`config.mk`:
```
export PLATFORM = sky130hd
export DESIGN_NAME = ret_addr_stack
export DESIGN_NICKNAME = d
export VERILOG_FILES = /design/src/rtl/rstk_pkg.sv /design/src/rtl/rstk_ptr.sv /design/src/rtl/rstk_store.sv /design/src/rtl/rstk_irq_gate.sv /design/src/rtl/ret_addr_stack.sv
export SDC_FILE = /design/constraint.sdc
export NUM_CORES = 1
export LEC_CHECK = 0
export BUFFER_PORTS_ARGS = -buffer_cell sky130_fd_sc_hd__buf_2
export CORE_AREA = 2 2 117 91
export CTS_BUF_LIST = sky130_fd_sc_hd__clkbuf_4 sky130_fd_sc_hd__clkbuf_8 sky130_fd_sc_hd__clkbuf_16
export CTS_CLUSTER_DIAMETER = 100
export CTS_CLUSTER_SIZE = 24
export DETAILED_ROUTE_END_ITERATION = 7
export DIE_AREA = 0 0 119 93
export GPL_TIMING_DRIVEN = 0
export PLACE_DENSITY = 0.85
export SLEW_MARGIN = 30
export SYNTH_ARGS = -nofsm -noshare
export SYNTH_HDL_FRONTEND = slang
export SYNTH_SLANG_ARGS = --single-unit
```
`constraint.sdc`:
```
create_clock -name clk -period 3 [get_ports clk]
set_clock_uncertainty 0.1 [all_clocks]
set_input_delay 0.6 -clock clk [delete_from_list [all_inputs] [get_ports clk]]
set_output_delay 0.6 -clock clk [all_outputs]
set_load 0.02 [all_outputs]
```
`src/rtl/rstk_pkg.sv`:
```
package rstk_pkg;

   typedef enum logic [1:0] {
      OP_IDLE = 2'd0,
      OP_PUSH = 2'd1,
      OP_POP  = 2'd2,
      OP_SWAP = 2'd3
   } stk_op_e;

   function automatic stk_op_e decode_op(input logic push, input logic pop);
      case ({pop, push})
         2'b01:   return OP_PUSH;
         2'b10:   return OP_POP;
         2'b11:   return OP_SWAP;
         default: return OP_IDLE;
      endcase
   endfunction

endpackage

```
`src/rtl/rstk_ptr.sv`:
```
module rstk_ptr
   import rstk_pkg::*;
#(
   parameter int DEPTH = 8,
   localparam int PTR_W = (DEPTH > 1) ? $clog2(DEPTH) : 1,
   localparam int CNT_W = $clog2(DEPTH + 1)
)(
   input  logic             clk,
   input  logic             rst_n,
   input  logic             do_push,
   input  logic             do_pop,
   output logic             we,
   output logic [PTR_W-1:0] wr_idx,
   output logic [PTR_W-1:0] rd_idx,
   output logic             full,
   output logic             empty
);

   localparam logic [PTR_W-1:0] LAST_IDX = PTR_W'(DEPTH - 1);
   localparam logic [CNT_W-1:0] FULL_CNT = CNT_W'(DEPTH);

   logic [PTR_W-1:0] wp_q, wp_d, top_idx, next_idx;
   logic [CNT_W-1:0] cnt_q, cnt_d;
   stk_op_e          op;

   assign op       = decode_op(do_push, do_pop);
   assign full     = (cnt_q == FULL_CNT);
   assign empty    = (cnt_q == '0);
   assign top_idx  = (wp_q == '0) ? LAST_IDX : wp_q - 1'b1;
   assign next_idx = (wp_q == LAST_IDX) ? '0 : wp_q + 1'b1;
   assign rd_idx   = empty ? wp_q : top_idx;

   always_comb begin
      wp_d   = wp_q;
      cnt_d  = cnt_q;
      we     = 1'b0;
      wr_idx = wp_q;
      case (op)
         OP_PUSH: begin
            we    = 1'b1;
            wp_d  = next_idx;
            cnt_d = full ? cnt_q : cnt_q + 1'b1;
         end
         OP_POP: begin
            if (!empty) begin
               wp_d  = top_idx;
               cnt_d = cnt_q - 1'b1;
            end
         end
         OP_SWAP: begin
            we     = 1'b1;
            wr_idx = empty ? wp_q : top_idx;
         end
         default: ;
      endcase
   end

   always_ff @(posedge clk or negedge rst_n) begin
      if (!rst_n) begin
         wp_q  <= '0;
         cnt_q <= '0;
      end else begin
         wp_q  <= wp_d;
         cnt_q <= cnt_d;
      end
   end

   a_r4_cnt_bounded: assert property (@(posedge clk) disable iff (!rst_n)
      cnt_q <= FULL_CNT);

   a_r5_full_push_stays_full: assert property (@(posedge clk) disable iff (!rst_n)
      (full && do_push && !do_pop) |=> full);

   a_r3_pop_lowers_count: assert property (@(posedge clk) disable iff (!rst_n)
      (!empty && do_pop && !do_push) |=> (cnt_q == $past(cnt_q) - 1'b1));

   a_r8_empty_pop_holds: assert property (@(posedge clk) disable iff (!rst_n)
      (empty && do_pop && !do_push) |=> (empty && $stable(wp_q)));

   a_r9_swap_keeps_count: assert property (@(posedge clk) disable iff (!rst_n)
      (do_push && do_pop) |=> $stable(cnt_q));

endmodule

```
`src/rtl/rstk_store.sv`:
```
module rstk_store #(
   parameter int PC_W        = 11,
   parameter int DEPTH       = 8,
   parameter bit STORE_RESET = 1'b1,
   localparam int PTR_W = (DEPTH > 1) ? $clog2(DEPTH) : 1
)(
   input  logic             clk,
   input  logic             rst_n,
   input  logic             we,
   input  logic [PTR_W-1:0] wr_idx,
   input  logic [PC_W-1:0]  wr_data,
   input  logic [PTR_W-1:0] rd_idx,
   output logic [PC_W-1:0]  rd_data
);

   logic [PC_W-1:0] slot_q [DEPTH];

   assign rd_data = slot_q[rd_idx];

   generate
      if (STORE_RESET) begin : g_rst_store
         always_ff @(posedge clk or negedge rst_n) begin
            if (!rst_n) begin
               for (int i = 0; i < DEPTH; i++) slot_q[i] <= '0;
            end else if (we) begin
               slot_q[wr_idx] <= wr_data;
            end
         end
      end else begin : g_plain_store
         always_ff @(posedge clk) begin
            if (we) slot_q[wr_idx] <= wr_data;
         end
      end
   endgenerate

endmodule

```
`src/rtl/rstk_irq_gate.sv`:
```
module rstk_irq_gate (
   input  logic clk,
   input  logic rst_n,
   input  logic irq_req,
   input  logic call_i,
   input  logic ret_i,
   input  logic full,
   output logic irq_ack
);

   assign irq_ack = irq_req && !full && !call_i && !ret_i;

   a_r7_no_ack_when_full: assert property (@(posedge clk) disable iff (!rst_n)
      full |-> !irq_ack);

   a_r7_ret_frees_level: assert property (@(posedge clk) disable iff (!rst_n)
      (full && ret_i && !call_i) |=> !full);

endmodule

```
`src/rtl/ret_addr_stack.sv`:
```
module ret_addr_stack #(
   parameter int PC_W        = 11,
   parameter int DEPTH       = 8,
   parameter bit STORE_RESET = 1'b1
)(
   input  logic            clk,
   input  logic            rst_n,
   input  logic            call_i,
   input  logic            ret_i,
   input  logic            irq_req,
   input  logic [PC_W-1:0] pc_i,
   output logic [PC_W-1:0] ret_pc,
   output logic            irq_ack,
   output logic            full,
   output logic            empty
);

   localparam int PTR_W = (DEPTH > 1) ? $clog2(DEPTH) : 1;

   generate
      if (DEPTH < 2) begin : g_bad_depth
         $error("ret_addr_stack: DEPTH must be at least 2");
      end
      if (PC_W < 1) begin : g_bad_width
         $error("ret_addr_stack: PC_W must be at least 1");
      end
   endgenerate

   logic             do_push;
   logic             we;
   logic [PTR_W-1:0] wr_idx, rd_idx;

   assign do_push = call_i || irq_ack;

   rstk_irq_gate u_gate (
      .clk     (clk),
      .rst_n   (rst_n),
      .irq_req (irq_req),
      .call_i  (call_i),
      .ret_i   (ret_i),
      .full    (full),
      .irq_ack (irq_ack)
   );

   rstk_ptr #(.DEPTH(DEPTH)) u_ptr (
      .clk     (clk),
      .rst_n   (rst_n),
      .do_push (do_push),
      .do_pop  (ret_i),
      .we      (we),
      .wr_idx  (wr_idx),
      .rd_idx  (rd_idx),
      .full    (full),
      .empty   (empty)
   );

   rstk_store #(.PC_W(PC_W), .DEPTH(DEPTH), .STORE_RESET(STORE_RESET)) u_store (
      .clk     (clk),
      .rst_n   (rst_n),
      .we      (we),
      .wr_idx  (wr_idx),
      .wr_data (pc_i),
      .rd_idx  (rd_idx),
      .rd_data (ret_pc)
   );

   a_r2_push_on_top: assert property (@(posedge clk) disable iff (!rst_n)
      (do_push && !ret_i) |=> (ret_pc == $past(pc_i)));

   a_r6_ack_excludes_ops: assert property (@(posedge clk) disable iff (!rst_n)
      irq_ack |-> (irq_req && !call_i && !ret_i));

endmodule

```
# After elaboration in Yosys (flattened, before gate mapping)
# Cells that the tools add are included.
# word_totals
register_bits	95
latchBits	0
ramBits	0
romBits	0
in_bits	16
output_inout_bits	14
elab_cells	58
memories	0
# op_classes
addsub	4
n_mul	0
div	0
order_cmp	3
n_eq_ne	10
shifts	0
mux	16
bitwise_logic	2
reduce_logical	13
# ops
operator	n
bitwise mux 88 bit	1
binary-select mux 11 bit (select 3 bit)	1
demux 11 bit (select 3 bit)	1
2-to-1 mux 11 bit	3
2-to-1 mux 3 bit	4
equality test 2 bit, second input constant	4
greater-or-equal comparator 4 bit, second input constant	2
2-to-1 mux 4 bit	2
inverter 3 -> 4 bit	2
one-hot mux 4 bit (2 select lines)	1
one-hot mux 2 bit (3 select lines)	1
one-hot mux 3 bit (2 select lines)	1
adder 4 x 1 -> 4 bit, second input constant	1
equality test 2 x 1 -> 1 bit, second input constant	2
equality test 4 bit, second input constant	1
logical AND 1 bit	4
logical NOT 4 bit	1
< comparator 4 x 1 -> 1 bit, second input constant	1
inequality test 2 bit, second input constant	2
subtractor 4 x 1 -> 4 bit, second input constant	1
adder 3 x 1 -> 3 bit, second input constant	1
equality test 3 bit, second input constant	1
logical NOT 1 bit	3
logical NOT 3 bit	1
6 further kinds	6

# Depth between registers and ports, before layout
# Gate-level depths: netlist of the first run.
# logic_depth
ltp_word	16
depth_mapped	10
ltp_nobuf	9

# Modules after synthesis
# From an unflattened synthesis of the first run, not the netlist that was laid out.
# hier_totals
cells_unflattened	307
area_unflattened_um2	4707.0
# modules_own_cells
mod	n_inst	cells_per_inst	area_each_um2	seq_area_each_um2
rstk_store	1	230	4050.1	2202.1
rstk_ptr	1	75	635.6	175.2
rstk_irq_gate	1	1	15.0	0.0
ret_addr_stack	1	1	6.3	0.0

# Worst setup path after synthesis of the first run
# Ideal clock, no wire load.
# synth_path
path_kind	reg2out
startpoint	reg u_ptr.wp_q[0]
endpoint	out ret_pc[9]
t_arrival_ns	2.547
t_required_ns	2.300
slack_ns	-0.247
stages_incl_launch_ff	11
path_buffers	3
cell_sequence	dfrtp_1 > clkbuf_1 > inv_2 > clkbuf_1 > ha_1 > inv_1 > or3_1 > o21a_1 > o22ai_1 > buf_2 > a221oi_2
# synth_between
elab_chain_len	7
word_cells_on_any_way	8
cone_classes	add/sub (1); mux (5); bitwise (1); reduce/logical (1)
# synth_rtl
element	line	source
from (decl)	rstk_ptr.sv:22	logic [PTR_W-1:0] wp_q, wp_d, top_idx, next_idx;
from (signal assigned)	rstk_ptr.sv:63	wp_q <= wp_d;
subtractor 3 x 1 -> 3 bit / logical NOT 3 bit (equally long branches)	rstk_ptr.sv:29	assign top_idx = (wp_q == '0) ? LAST_IDX : wp_q - 1'b1;
2-to-1 mux 3 bit	rstk_ptr.sv:29	
2-to-1 mux 3 bit (*)	rstk_ptr.sv:31	assign rd_idx = empty ? wp_q : top_idx;
inverter 3 -> 4 bit (implied by the code) (*)	rstk_store.sv:18	assign rd_data = slot_q[rd_idx];
binary-select mux 11 bit (select 3 bit) (*)	rstk_store.sv:18	
2-to-1 mux 11 bit (implied by the code) (*) (2 in series)	rstk_store.sv:18	
to (decl)	ret_addr_stack.sv:12	output logic [PC_W-1:0] ret_pc,
# Every way passes the cells marked *; elsewhere a longest branch is shown, timed or not. The select of a mux whose other input is x is not followed.

# Worst setup path after layout of the first run
# Ends and elaborated chain as after synthesis.

==> run summary, run 1 <==
status: finished, violations left
failing checks: negative setup slack
cell area after layout: 6688 µm²
post-synth top area share: 44.83%
clk_lat worst skew: 350 ps
Post-synth top cells: dfrtp_1, mux2_1, mux2_4, nand2_1
GRT Util Overall: 29.36%
Sum Neg Setup Slack: -5380 ps
clk buf depth: 2
DRT iter0 DRCs: 650
final hold violation count: 0
vias in the first global route: 4391
Min-Delay Path Class: primary input to async pin
Vias/cell: 6.685
Final Net Count: 517
relative slew slack: 48.18%
Simple-Gate Fraction of Synth Area: 7.244%
most frequent cell on the critical path: buf_6
Final period util: 118.2%
Top Family by Delay on Critical Path: buffers and inverters
Ports: 30
RSZ-0062 raised after global routing: yes
worst-margin pin slew: 770.8 ps
pin count of the biggest net entering global routing: 60
area grow syn2layout: 26.12%
Synth Area in Compound Gates: 14.72%
main combinational cell family by area after synthesis: multiplexers
ant diodes: 0
R2R Setup Slk: 120 ps
drt first pass iters: 8
critical path's slowest cell: dfrtp_1
Req. time, crit path: 2300 ps
die height: 93 µm
CP cell instances: buf_8, clkinv_8, clkbuf_16, ha_4, buf_6, buf_6, a31oi_4, a31oi_4, buf_6, a32o_2, a221oi_4, buf_6
post-layout util: 67.08%
Yosys warnings: 0
Port Buffers: 27
placed instance area: 5777 µm²
Critical Path Sink Type: output port
# rows: 32
die area: 11070 µm²
Worst Setup Path Type: register to output port
global route total overflow: 0
EDFF count, synth: 0
Die Wd: 119 µm
reg2reg start: u_ptr.cnt_q[3]$_DFFE_PN0P_
global-route wire length before repair: 24420 µm
initial antenna violation count: 0
dominant cell by count in the synthesized netlist: dfrtp_1
Mapped Cells: 428
Final Critical Period: 3546 ps
fmax: 282.0 MHz
worst slack at placement: -771.3 ps
area leader, netlist: dfrtp_1
starting density of the core: 53.19%
area of the multi-input gates: 2945 µm²
post-synth cell types: 47
vias: 4238
CTS Sinks: 95
Area contributors post-synth: dfrtp_1, mux2_4, mux2_1
Synth async-reset ratio: 100.0%
core area: 9970 µm²
CTS tree: yes
final wirelength: 15500 µm
Slew Limit Fails: 0
antenna viol nets, final: 0
Clock transition at path regs: 70 ps
drt wl/cell: 24.45 µm
nature of the critical path startpoint: register
Max Cap Viol: 0
Worst EP arrival: 2850 ps
Root Driver: clkbuf_16
Final WS setup: -546.2 ps
DRC violations left: 0
Most used DFF post-synth: dfrtp_1
R2R depth: 8
Mapped Avg Cell Area: 12.39 µm²
final weighted congestion in routability-driven placement: 0.9281
layout cell share with drive strength beyond 1: 40.16%
crit-path max cell delay: 390 ps
register area share after synthesis: 44.83%
Yosys reg bits: 95
final-layout fill cell count: 669
CTS buffer count: 9
htree depth: 3
Post-Synth XOR/XNOR Area: 0.6607%
Reg-to-Reg End: u_store.slot_q[32]$_DFFE_PN0P_
# setup viols final: 11
synthesized-area fraction occupied by adder cells: 1.793%
Worst Path Max Fanout: 6
mapped cell area: 5303 µm²
multiplexer share of the synthesized area: 26.05%
Worst Path Buf+Inv: 7
Reg area: 2377 µm²
synthesized net count: 451
hpwl dp: 8700 µm
## sequential cells by signal, indices dropped and copies added (netlist names)
| name | count |
|---|---|
| u_ptr.cnt_q | 4 |
| u_ptr.wp_q | 3 |
| u_store.slot_q | 88 |
## layer usage
metal  routed length [µm]  global-route usage [%]
met5                    0                       0
met4                  716                   13.00
met3                 1529                   7.866
met2                 7189                   47.08
met1                 6066                   37.65
## cell usage in the layout (no fill, tap or decap), types with 3 or more instances in the layout
| master | netlist | routed |
|---|---|---|
| o21ai_0 | 24 | 24 |
| mux2_2 | 8 | 8 |
| ha_1 | 6 | 4 |
| buf_2 | 4 | 17 |
| a31oi_4 | 1 | 5 |
| xnor2_1 | 3 | 3 |
| buf_8 | 0 | 3 |
| clkbuf_16 | 0 | 10 |
| mux2i_2 | 0 | 4 |
| clkbuf_1 | 14 | 6 |
| mux2i_1 | 24 | 20 |
| a32o_1 | 22 | 15 |
| inv_1 | 7 | 5 |
| a221oi_4 | 0 | 10 |
| clkbuf_4 | 0 | 4 |
| nand2_1 | 30 | 30 |
| mux2_4 | 40 | 40 |
| nor2_1 | 5 | 5 |
| buf_6 | 8 | 28 |
| a32o_2 | 0 | 7 |
| a21oi_1 | 6 | 6 |
| clkbuf_8 | 0 | 4 |
| a31oi_1 | 16 | 12 |
| nand3_2 | 5 | 7 |
| nand3_1 | 18 | 16 |
| buf_4 | 7 | 23 |
| mux2_1 | 40 | 40 |
| dfrtp_1 | 95 | 95 |
## what timing repair did
action / in CTS / in global routing
buffers inserted: 16 / 5
pin swaps: 15 / 7
resized for setup: 95 / 11
gates cloned: 7 / 0
hold buffers: 0 / 0
endpoints found under the setup margin: 21 / 37
## layout make-up
| type | count | area share, % |
|---|---|---|
| Sequential cell | 95 | 35.55 |
| Inverter | 9 | 0.7671 |
| Clock buffer | 12 | 3.798 |
| Tap cell | 136 | 2.544 |
| Clock inverter | 3 | 1.010 |
| Buffer | 32 | 4.977 |
| Multi-Input combinational cell | 291 | 44.04 |
| Timing Repair Buffer | 56 | 7.315 |
## worst max-delay path by stage
stage / to / depth (start not counted) / start
6_report: ret_pc[9] / 12 / u_ptr.wp_q[0]$_DFFE_PN0P_
5_1_grt: ret_pc[9] / 12 / u_ptr.wp_q[0]$_DFFE_PN0P_
4_1_cts: ret_pc[9] / 10 / u_ptr.cnt_q[3]$_DFFE_PN0P_
3_5_place_dp: ret_pc[5] / 10 / u_ptr.wp_q[0]$_DFFE_PN0P_
3_3_place_gp: ret_pc[2] / 10 / u_ptr.wp_q[0]$_DFFE_PN0P_
2_1_floorplan: ret_pc[0] / 10 / u_ptr.wp_q[0]$_DFFE_PN0P_
## worst register-to-register path: cells and delay by family (launching register included)
kind          cells  cell delay, ps
simple gates      3             940
mux               2             740
buf+inv           3             580
flops             1             400
## cell families (layout without fill, tap and decap cells)
| kind of cell | after synthesis | after routing |
|---|---|---|
| multiplexers | 112 | 112 |
| flip-flops | 95 | 95 |
| AO/OA/AOI/OAI | 94 | 94 |
| AND/OR/NAND/NOR | 74 | 74 |
| buffers and inverters | 42 | 112 |
| adder cells (fa/ha/maj) | 7 | 7 |
| XOR/XNOR | 4 | 4 |
## stage by stage
stage | hold WS (ps) | instances
CTS | 55.68 | 629
floorplan | 204.4 | 428
global placement | 372.7 | 591
finish | 40.43 | 634
detailed placement | 380.2 | 592
global route | 64.01 | 634
Power of run 1 is left out: the tool's default activity adds up to more than one toggle a clock period on the data nets, which glitch-free logic cannot reach.
==> run 2: changes to the inputs <==
--- a/config.mk
+++ b/config.mk
@@ -5,15 +5,15 @@
 export SDC_FILE = /design/constraint.sdc
 export NUM_CORES = 1
 export LEC_CHECK = 0
-export BUFFER_PORTS_ARGS = -buffer_cell sky130_fd_sc_hd__buf_2
-export CORE_AREA = 2 2 117 91
+export CORE_AREA = 2 2 114 88
 export CTS_BUF_LIST = sky130_fd_sc_hd__clkbuf_4 sky130_fd_sc_hd__clkbuf_8 sky130_fd_sc_hd__clkbuf_16
 export CTS_CLUSTER_DIAMETER = 100
 export CTS_CLUSTER_SIZE = 24
 export DETAILED_ROUTE_END_ITERATION = 7
-export DIE_AREA = 0 0 119 93
+export DIE_AREA = 0 0 116 90
+export DONT_BUFFER_PORTS = 1
 export GPL_TIMING_DRIVEN = 0
-export PLACE_DENSITY = 0.85
+export PLACE_DENSITY = 0.86
 export SLEW_MARGIN = 30
 export SYNTH_ARGS = -nofsm -noshare
 export SYNTH_HDL_FRONTEND = slang
==> run summary, run 2 (synthesis gave the netlist of run 1 again) <==
die area: 10440 µm²
Clock transition at path regs: 70 ps
Ports: 30
DP Cell Count: 560
Final period util: 111.2%
vias in the first global route: 4183
failing checks: negative setup slack
Final WS setup: -334.8 ps
area grow syn2layout: 21.17%
Worst Path Max Fanout: 5
initial antenna violation count: 0
layout cell share with drive strength beyond 1: 36.19%
ant diodes: 0
# setup viols final: 11
Root Driver: clkbuf_16
final hold slack: 49.38 ps
Critical Path Sink Type: output port
pin count of the biggest net entering global routing: 96
post-layout util: 68.45%
CTS Sinks: 95
fin cells: 599
drt first pass iters: 6
die height: 90 µm
starting density of the core: 56.49%
RSZ-0062 raised after global routing: yes
Final Net Count: 485
final hold violation count: 0
Top reg by flops: u_store.slot_q
nature of the critical path startpoint: register
hpwl dp: 8451 µm
antenna viol nets, final: 0
Port Buffers: 0
Final Critical Period: 3335 ps
Slew Limit Fails: 0
max reg flops: 88
Max Cap Viol: 0
vias: 4025
relative slew slack: 47.91%
# rows: 31
Vias/cell: 6.720
commonest non-fill, non-tap cell in the layout: dfrtp_1
CTS tree: yes
global-route wire length before repair: 22980 µm
CTS buffer count: 9
worst-margin pin slew: 774.7 ps
drt wl/cell: 24.47 µm
Worst EP arrival: 2630 ps
clk_lat worst skew: 350 ps
most frequent cells in the layout: dfrtp_1, mux2_4, mux2_1
clk buf depth: 2
Min-Delay Path Class: primary input to async pin
Die Wd: 116 µm
global route total overflow: 0
GRT Util Overall: 29.38%
Worst Setup Path Type: register to output port
status: finished, violations left
final wirelength: 14660 µm
Largest regs: u_store.slot_q (88), u_ptr.cnt_q (4), u_ptr.wp_q (3)
htree depth: 3
DRT iter0 DRCs: 453
core area: 9387 µm²
Req. time, crit path: 2300 ps
DRC violations left: 0
fmax: 299.9 MHz
final weighted congestion in routability-driven placement: 0.8717
==> run 2: cell count changes in the layout (fill, tap and decap cells not counted), moves of 3 or more <==
cell / previous run / this run
buf_2: 17 / 2
buf_4: 23 / 18
buf_8: 3 / 6
mux2i_2: 4 / 0
mux2i_1: 20 / 24
buf_6: 28 / 13
==> run 2: area by class of cell <==
cell class                      count  area, µm²
Sequential cell                    95       2377
Timing Repair Buffer               24      247.7
Tap cell                          132      165.2
Clock buffer                        9      225.2
Inverter                            9      47.55
Clock inverter                      7      57.56
Multi-Input combinational cell    291       2962
Fill cell                         651       2962
Buffer                             32      342.8
==> run 2: timing repair <==
item	CTS	global route
hold buffers	1	0
setup endpoints to repair	22	11
buffers inserted	15	3
pin swaps	19	3
gates cloned	5	0
hold endpoints to repair	95	0
gates resized for setup	78	11
==> run 2: worst paths after layout <==
check                                                from                              to  slack (ps)  cells after the start
max                             u_ptr.wp_q[0]$_DFFE_PN0P_                       ret_pc[5]        -330                      9
min                                                 rst_n  u_store.slot_q[46]$_DFFE_PN0P_          50                      1
max reg2reg                    u_ptr.cnt_q[3]$_DFFE_PN0P_   u_store.slot_q[0]$_DFFE_PN0P_         100                      7
min reg2reg                u_store.slot_q[72]$_DFFE_PN0P_  u_store.slot_q[72]$_DFFE_PN0P_         390                      1
max in group asynchronous                           rst_n  u_store.slot_q[58]$_DFFE_PN0P_        2350                      1
min in group clk                                  pc_i[8]  u_store.slot_q[74]$_DFFE_PN0P_         280                      1
==> run 2: metrics by stage <==
step / TNS (ps) / worst slack [ps] / area, µm²
after CTS: -3002 / -287.2 / 6382
after global routing: -4200 / -396.7 / 6425
after detailed placement: -6525 / -639.8 / 5603
after global placement: -5047 / -500.5 / 5603
after floorplan: 0 / 6.792 / 5438
final: -3591 / -334.8 / 6425
==> run 2: critical path, stage by stage, from the launching register on <==
cell	delay (ps)
dfrtp_1	390
clkbuf_8	160
inv_8	50
clkbuf_16	130
ha_4	210
or3_4	410
buf_4	160
o31ai_4	390
buf_6	270
a221oi_4	120
==> run 2: routing by layer <==
metal	routed length [µm]	global-route usage, %
met5	0	0
met4	503	11.61
met3	1302	9.575
met2	6808	44.98
met1	6043	38.62
Power of run 2 is left out for the same reason.
